$ cat src/rtl/simt_pkg.sv
package simt_pkg;
  typedef enum logic [1:0] {
    OP_NONE   = 2'd0,
    OP_BRANCH = 2'd1,
    OP_ELSE   = 2'd2,
    OP_RECONV = 2'd3
  } mask_op_e;

  // One action per cycle: reconverge, then else, then branch.
  function automatic mask_op_e pick_op(input logic br, input logic els, input logic rc);
    if (rc)       return OP_RECONV;
    else if (els) return OP_ELSE;
    else if (br)  return OP_BRANCH;
    else          return OP_NONE;
  endfunction
endpackage

$ cat src/rtl/simt_split.sv
module simt_split #(
  parameter int unsigned LANES = 32
) (
  input  logic [LANES-1:0] live,
  input  logic [LANES-1:0] cond,
  output logic [LANES-1:0] first_mask,
  output logic [LANES-1:0] second_mask,
  output logic             uniform
);
  function automatic logic [LANES-1:0] taken_of(input logic [LANES-1:0] m, input logic [LANES-1:0] c);
    return m & c;
  endfunction

  function automatic logic [LANES-1:0] fallthru_of(input logic [LANES-1:0] m, input logic [LANES-1:0] c);
    return m & ~c;
  endfunction

  logic [LANES-1:0] taken, fallthru;

  always_comb begin
    taken       = taken_of(live, cond);
    fallthru    = fallthru_of(live, cond);
    uniform     = (taken == '0) || (fallthru == '0);
    // All-false keeps the whole live set on the single issued path.
    first_mask  = (taken != '0) ? taken : live;
    second_mask = uniform ? '0 : fallthru;
  end
endmodule

$ cat src/rtl/simt_mask_stack.sv
module simt_mask_stack #(
  parameter int unsigned LANES = 32,
  parameter int unsigned DEPTH = 4,
  localparam int unsigned LW   = $clog2(DEPTH + 1)
) (
  input  logic             clk,
  input  logic             rst_n,
  input  logic             push,
  input  logic             pop,
  input  logic [LANES-1:0] in_saved,
  input  logic [LANES-1:0] in_second,
  output logic [LANES-1:0] top_saved,
  output logic [LANES-1:0] top_second,
  output logic [LW-1:0]    level,
  output logic             full,
  output logic             empty
);
  logic [LANES-1:0] saved_q  [DEPTH];
  logic [LANES-1:0] second_q [DEPTH];
  logic [LW-1:0]    level_q;

  assign level = level_q;
  assign full  = (level_q == LW'(DEPTH));
  assign empty = (level_q == '0);

  for (genvar g = 0; g < DEPTH; g++) begin : g_entry
    always_ff @(posedge clk) begin
      if (!rst_n) begin
        saved_q[g]  <= '0;
        second_q[g] <= '0;
      end else if (push && (level_q == LW'(g))) begin
        saved_q[g]  <= in_saved;
        second_q[g] <= in_second;
      end
    end
  end

  always_ff @(posedge clk) begin
    if (!rst_n)              level_q <= '0;
    else if (push && !full)  level_q <= level_q + LW'(1);
    else if (pop && !empty)  level_q <= level_q - LW'(1);
  end

  always_comb begin
    top_saved  = '0;
    top_second = '0;
    for (int i = 0; i < DEPTH; i++) begin
      if (level_q == LW'(i + 1)) begin
        top_saved  = saved_q[i];
        top_second = second_q[i];
      end
    end
  end
endmodule

$ cat src/rtl/simt_slot_counter.sv
module simt_slot_counter #(
  parameter int unsigned CNT_W = 16
) (
  input  logic             clk,
  input  logic             rst_n,
  input  logic             inc,
  output logic [CNT_W-1:0] count
);
  always_ff @(posedge clk) begin
    if (!rst_n)   count <= '0;
    else if (inc) count <= count + CNT_W'(1);
  end
endmodule

$ cat src/rtl/simt_mask_ctrl.sv
module simt_mask_ctrl #(
  parameter int unsigned LANES = 32,
  parameter int unsigned DEPTH = 4,
  parameter int unsigned CNT_W = 16,
  localparam int unsigned LW   = $clog2(DEPTH + 1)
) (
  input  logic             clk,
  input  logic             rst_n,
  input  logic             br_valid,
  input  logic [LANES-1:0] br_cond,
  input  logic             else_valid,
  input  logic             reconv_valid,
  output logic [LANES-1:0] active_mask,
  output logic [LW-1:0]    nest_depth,
  output logic             err_flag,
  output logic [CNT_W-1:0] slot_count
);
  import simt_pkg::*;

  mask_op_e         op;
  logic [LANES-1:0] mask_q;
  logic [LANES-1:0] first_mask, second_mask, top_saved, top_second;
  logic             uniform, full, empty;
  logic             do_push, do_pop, do_else, else_fires, fault, slot_issue;
  logic             err_q;

  assign op = pick_op(br_valid, else_valid, reconv_valid);

  simt_split #(.LANES(LANES)) u_split (
    .live        (mask_q),
    .cond        (br_cond),
    .first_mask  (first_mask),
    .second_mask (second_mask),
    .uniform     (uniform)
  );

  simt_mask_stack #(.LANES(LANES), .DEPTH(DEPTH)) u_stack (
    .clk        (clk),
    .rst_n      (rst_n),
    .push       (do_push),
    .pop        (do_pop),
    .in_saved   (mask_q),
    .in_second  (second_mask),
    .top_saved  (top_saved),
    .top_second (top_second),
    .level      (nest_depth),
    .full       (full),
    .empty      (empty)
  );

  // Named events, also observed by the checker.
  assign do_push    = (op == OP_BRANCH) && !full;
  assign do_pop     = (op == OP_RECONV) && !empty;
  assign do_else    = (op == OP_ELSE)   && !empty;
  assign else_fires = do_else && (top_second != '0);
  assign fault      = ((op == OP_BRANCH) && full) ||
                      (((op == OP_ELSE) || (op == OP_RECONV)) && empty);
  assign slot_issue = do_push || else_fires;

  always_ff @(posedge clk) begin
    if (!rst_n)          mask_q <= '1;
    else if (do_push)    mask_q <= first_mask;
    else if (else_fires) mask_q <= top_second;
    else if (do_pop)     mask_q <= top_saved;
  end

  always_ff @(posedge clk) begin
    if (!rst_n)     err_q <= 1'b0;
    else if (fault) err_q <= 1'b1;
  end

  simt_slot_counter #(.CNT_W(CNT_W)) u_slots (
    .clk   (clk),
    .rst_n (rst_n),
    .inc   (slot_issue),
    .count (slot_count)
  );

  assign active_mask = mask_q;
  assign err_flag    = err_q;
endmodule

$ cat config.mk
export PLATFORM = sky130hd
export DESIGN_NAME = simt_mask_ctrl
export DESIGN_NICKNAME = d
export VERILOG_FILES = /design/src/rtl/simt_pkg.sv /design/src/rtl/simt_split.sv /design/src/rtl/simt_mask_stack.sv /design/src/rtl/simt_slot_counter.sv /design/src/rtl/simt_mask_ctrl.sv
export SDC_FILE = /design/constraint.sdc
export NUM_CORES = 1
export LEC_CHECK = 0
export BUFFER_PORTS_ARGS = -buffer_cell sky130_fd_sc_hd__buf_2
export CAP_MARGIN = 25
export CORE_ASPECT_RATIO = 0.5
export CORE_MARGIN = 4
export CORE_UTILIZATION = 45
export DETAILED_ROUTE_END_ITERATION = 12
export PLACE_DENSITY = 0.75
export SLEW_MARGIN = 25
export SYNTH_ARGS = -nofsm -noshare
export SYNTH_HDL_FRONTEND = slang
export SYNTH_SLANG_ARGS = --single-unit
$ cat constraint.sdc
create_clock -name clk -period 6.8 [get_ports clk]
set_input_delay 0.34 -clock clk [delete_from_list [all_inputs] [get_ports clk]]
set_output_delay 0.34 -clock clk [all_outputs]
set_load 0.005 [all_outputs]
**Yosys cells after proc, flatten, opt, wreduce, memory -nomap -nowiden**

Memory sizes are Yosys's and may differ from the RTL's.
Index checks and enable logic that the tools add are counted.

- Add/subtract/negate cells: 3
- Equality and inequality tests: 8
- Reductions and logical operators: 26
- Multiplexer cells: 39
- Bitwise operators: 11

Operator list:

| cell | number |
|---|---|
| two-way mux 32 bit | 21 |
| AND 32 bit | 2 |
| zero test 32 bit | 2 |
| nonzero test 32 bit | 2 |
| NOT 32 bit | 1 |
| adder 16 x 1 -> 16 bit (second input constant) | 1 |
| two-way mux 1 bit | 14 |
| logical AND 1 bit | 12 |
| bitwise OR 1 bit | 8 |
| equality test 3 x 2 -> 1 bit (second input constant) | 2 |
| two-way mux 3 bit | 2 |
| equality test 2 bit (second input constant) | 2 |
| logical OR 1 bit | 4 |
| two-way mux 2 bit | 2 |
| adder 3 x 1 -> 3 bit (second input constant) | 1 |
| equality test 3 x 1 -> 1 bit (second input constant) | 1 |
| equality test 3 bit (second input constant) | 1 |
| zero test 3 bit | 1 |
| nonzero test 3 bit | 1 |
| subtractor 3 x 1 -> 3 bit (second input constant) | 1 |
| equality test 2 x 1 -> 1 bit (second input constant) | 1 |
| zero test 1 bit | 2 |
| inequality test 2 x 1 -> 1 bit (second input constant) | 1 |
| AND reduction 2 bit | 1 |
| nonzero test 2 bit | 1 |

- Bits in writable memories: 256
- Memories kept: 2
- Output and inout bits: 52
- Register bits: 52

Memory list:

| memory | depth | width | rd ports | clocked after memory_dff | write ports | line | text |
|---|---|---|---|---|---|---|---|
| u_stack.saved_q | 4 | 32 | 4 | 0 | 4 | simt_mask_stack.sv:18 | `logic [LANES-1:0] saved_q [DEPTH];` |
| u_stack.second_q | 4 | 32 | 4 | 0 | 4 | simt_mask_stack.sv:19 | `logic [LANES-1:0] second_q [DEPTH];` |

**Longest topological paths before layout**

- Depth in word-level cells: 10
- Gate-level depth with buffers: 17
- Gate-level depth less buffers: 10

**Modules after synthesis**

Synthesis repeated with hierarchy kept, for this count alone.

- Cell total of the unflattened synthesis: 1476
- Area total of the unflattened synthesis: 15831.4 sq um

Modules (own cells, without submodules):

| module | area each (sq um) | cells an instance | times used |
|---|---|---|---|
| simt_mask_stack | 12167.9 | 1032 | 1 |
| simt_mask_ctrl | 1895.6 | 220 | 1 |
| simt_split | 1023.5 | 141 | 1 |
| simt_slot_counter | 744.5 | 83 | 1 |

**Worst setup path after synthesis**

Ideal clock, no wire load.

- Kind: register -> register
- From: register u_stack.level_q[0], in the netlist u_stack.level[0]
- To: memory u_stack.saved_q[3][0], enable pin
- Period minus slack after synthesis: 7087 ps
- Data arrival time: 6513 ps
- Setup slack: -287 ps
- Path buffers: 4
- Stages on the path, launching flop included: 10
- Path through: dfxtp_1 > inv_1 > ha_1 > nand2_1 > buf_2 > buf_1 > clkbuf_1 > nand2_1 > clkbuf_1 > o21ai_0

RTL lines:

| item | line | text |
|---|---|---|
| start, declared | simt_mask_stack.sv:20 | `logic [LW-1:0] level_q;` |
| start signal, assigned | simt_mask_stack.sv:40 | `else if (push && !full) level_q <= level_q + LW'(1);` |
| start signal, assigned | simt_mask_stack.sv:41 | `else if (pop && !empty) level_q <= level_q - LW'(1);` |
| end, declared | simt_mask_stack.sv:18 |  |

**Worst setup path in the final report**

- From: register u_stack.level_q[0], in the netlist u_stack.level[0]
- To: register mask_q[20], in the netlist active_mask[20]

- Longest elaborated chain between the ends: 9
- Elaborated cells between the ends (all ways): 26
- Those cells by class: eq/ne (5); mux (11); reduce/logical (10)

Ends and longest elaborated chain:

| item | line | text |
|---|---|---|
| equality test 3 x 1 -> 1 bit | simt_mask_stack.sv:48 | `if (level_q == LW'(i + 1)) begin` |
| two-way mux 32 bit (4 in series) | simt_mask_stack.sv:48 |  |
| nonzero test 32 bit | simt_mask_ctrl.sv:55 | `assign else_fires = do_else && (top_second != '0);` |
| logical AND 1 bit | simt_mask_ctrl.sv:55 |  |
| nonzero test 3 bit (no source line) or two-way mux 32 bit (tied branches) | - |  |
| AND reduction 2 bit (no source line) or two-way mux 32 bit (tied branches) | - |  |
| end signal, assigned | simt_mask_ctrl.sv:62 | `else if (do_push) mask_q <= first_mask;` |
| end signal, assigned | simt_mask_ctrl.sv:63 | `else if (else_fires) mask_q <= top_second;` |
| end signal, assigned | simt_mask_ctrl.sv:64 | `else if (do_pop) mask_q <= top_saved;` |
| end, declared | simt_mask_ctrl.sv:21 | `logic [LANES-1:0] mask_q;` |

Several ways; a longest one is shown, not always the timed one. The select of a mux whose other input is x is not followed.
A chain may end at the register's enable or synchronous reset.

==> run summary <==
CP Class -> reg2reg
Crit Path Max Fanout -> 38
CP Data Required Time -> 7270 ps
met2 Track Usage GR -> 36.6%
Final Wtd Congestion -> 0.950
Top Usage Layer GRT -> met2
commonest non-fill, non-tap cells in the layout -> 313 x nor2_1, 256 x edfxtp_1, 118 x nand2_1
GRT Total Usage -> 24.7%
leakage power total -> 6.33 nW
Worst R2R Start -> u_stack.level[0]$_SDFFE_PN0P_
die area -> 35800 um^2
clk root buf -> clkbuf_16
cts hold-fix bufs -> 0
drt via density -> 6.29
initial antenna violation count -> 2
Synth cell types -> 56
met3 Track Usage GR -> 6.62%
Cell Pwr Density -> 396 nW/um^2
Clock Sinks -> 308
CTS resizes -> 0
asr flop ratio synth -> 0%
worst skew pair latency -> 560 ps
DRT Pass-1 Iters -> 5
# IOs -> 89
Die Y -> 136 um
Nets -> 1526
CTS buffer count -> 29
Arr. time, crit path -> 5520 ps
Final Util -> 52.0%
CTS Buffer Depth -> 3
sequential share of the synthesized area -> 59.3%
unrepaired setup endpoints after global routing -> no
I/O Buffers -> 88
syn_nets -> 1487
Setup Viol. Count Final -> 0
largest net degree at the start of global routing -> 65
Non-Filler Instances -> 1936
setup tns final -> 0 ps
Critical Path, Cell by Cell -> inv_1 > ha_1 > buf_4 > and2_2 > buf_4 > a221oi_2 > a21oi_1 > or4_1 > nor4_1 > a21o_1 > mux2_2 > o221ai_1
DPL Wire Length -> 29000 um
hold_ws -> 215 ps
first-pass GRT wire length -> 68800 um
WP depth -> 12
Netlist Area Pre-Place -> 14700 um^2
Max Freq -> 0.198 GHz
Sw Ratio -> 38.5%
CP Capture Point -> active_mask[20]$_SDFFE_PN1P_
share of cells above drive strength 1 -> 14.8%
Yosys reg bits -> 308
period utilisation layout -> 74.2%
slowest cell on the critical path -> a21o_1
Buf+Inv Stages, Crit Path -> 3
startpoint types -> register
Crit. End Element -> register
status -> complete, no violations
Std-Cell Rows -> 46
Flop pwr share -> 37.5%
CTS tree -> built
grt met1 use -> 34.6%
Max H-tree Level -> 1
commonest non-fill, non-tap cell in the layout -> nor2_1
Slew Limit Fails -> 0
initial core utilization -> 46.0%
leading area contributor after synthesis -> edfxtp_1
vias in the first global route -> 11100
most frequent cell on the critical path -> buf_4
yosys warns -> 0
Tmin final -> 5040 ps
Placed Cells -> 1882
Post-CTS Setup Bufs -> 0
cells on worst reg2reg path -> 12
top area cells in the synthesized netlist -> edfxtp_1 52%, nor2_1 8.1%, dfxtp_1 7.1%
R2R Setup Slk -> 1760 ps
Final ANT Viol Nets -> 0
Post-synth top flop -> edfxtp_1
clock slew at reported path FFs -> 70 ps
clock power share -> 26.7%
Combinational Power Share -> 35.9%
worst slew pin tran -> 1120 ps
hold crit path type -> in2reg
Int Pwr -> 4.04 mW
Syn Area/Cell -> 10.2 um^2
Hold Vio Cnt, Final -> 0
Post-synth EDFFs -> 256
total gr overflow -> 0
Worst Skew -> 12.8 ps
1st-iter DRT viols -> 2119
net switching power -> 2.53 mW
Yosys top cell area share -> 52.3%
final WL -> 45900 um
vias -> 12200
worst setup path startpoint -> u_stack.level[0]$_SDFFE_PN0P_
Die Wd -> 264 um
reg2reg end -> active_mask[20]$_SDFFE_PN1P_
Inserted Diodes -> 0
Core Area -> 31900 um^2
DRC viols -> 0
Peak VDD IR -> 218 uV
cells after synthesis -> 1443
WL/cell -> 23.7 um
worst rel slew slack -> 25.2%
CP delay by family, top -> simple AND/OR/NAND/NOR gates
Layout area overhead -> 12.9%
Critical Path Max Stage Delay -> 920 ps
max-cap violations -> 0
## Yosys cell counts, types with 4 or more instances
cell and n:
nor2_1 316, edfxtp_1 256, nand2_1 120, a21oi_1 93, clkbuf_1 87, o21ai_0 61, dfxtp_1 52, inv_1 43
nand2b_1 43, a22oi_1 37, a221oi_1 34, or2_2 29, mux2i_1 22, nand4_1 21, buf_2 20, nand3_1 17
nor3_1 16, o22ai_1 15, a22o_1 14, a221o_1 11, and3_1 11, o221ai_1 10, o211ai_1 9, o2bb2ai_1 9
o32ai_1 9, a2111oi_0 8, ha_1 7, nor4_1 7, a211oi_1 6, or4_1 6, a2bb2oi_1 5, and2_1 5
a31oi_1 4, nand3b_1 4
## routing by layer
metal  wire length [um]  share of wire (%)
met5                 27              0.059
met4               2130                4.6
met3               6410                 14
met2              19600                 43
met1              17700                 39
## area by class of cell
type	instances	area, um^2
clock buffers	38	821
clock inverters	15	205
fillers	2748	15300
inverters	45	169
multi-input cells	980	5470
flip-flops and latches	308	8730
well taps	432	541
repair buffers	118	678
## cells by family after synthesis
| family | Yosys count | synth area share (%) |
|---|---|---|
| XOR/XNOR | 1 | 0.0596 |
| adder cells (fa/ha/maj) | 7 | 0.595 |
| buffers and inverters | 155 | 4.15 |
| multiplexers | 25 | 1.73 |
| flip-flops | 308 | 59.3 |
| AO/OA/AOI/OAI | 341 | 15.8 |
| AND/OR/NAND/NOR | 606 | 18.3 |
## state kept, by name, indices dropped and copies added, names as in the netlist
name,count
u_stack.saved_q,128
u_slots.count,16
err_flag,1
active_mask,32
u_stack.level,3
u_stack.second_q,128
## through the flow
step / power (mW) / setup slack (ps) / area, um^2
2_1_floorplan: 3.89 / 398 / 14700
3_3_place_gp: 4.70 / 2030 / 15600
3_5_place_dp: 4.75 / 1870 / 15600
4_1_cts: 6.47 / 1880 / 16600
5_1_grt: 6.80 / 1520 / 16600
6_report: 6.57 / 1760 / 16600
## worst min-delay path, cell delays in order
cell     delay, ps
buf_2          100
a21oi_1         40
nor2_1          90
a21oi_1         50
o32ai_1        100
## worst min-delay path by stage
stage	startpoint	endpoint	depth (start not counted)
final	br_cond[28]	active_mask[28]$_SDFFE_PN1P_	5
after global routing	br_cond[15]	active_mask[15]$_SDFFE_PN1P_	5
after CTS	br_cond[26]	active_mask[26]$_SDFFE_PN1P_	5
after detailed placement	u_slots.count[15]$_SDFFE_PN0P_	u_slots.count[15]$_SDFFE_PN0P_	2
after global placement	u_slots.count[15]$_SDFFE_PN0P_	u_slots.count[15]$_SDFFE_PN0P_	2
after floorplan	u_slots.count[15]$_SDFFE_PN0P_	u_slots.count[15]$_SDFFE_PN0P_	2
## power groups by stage
stage          registers (mW)  clock network, mW  logic, mW
3_5_place_dp             2.49                  0       2.26
3_3_place_gp             2.48                  0       2.22
6_report                 2.46               1.75       2.36
4_1_cts                  2.45               1.75       2.27
2_1_floorplan            2.45                  0       1.44
5_1_grt                  2.47               1.84       2.49
Note: power is estimated with default switching activity, not from simulation.
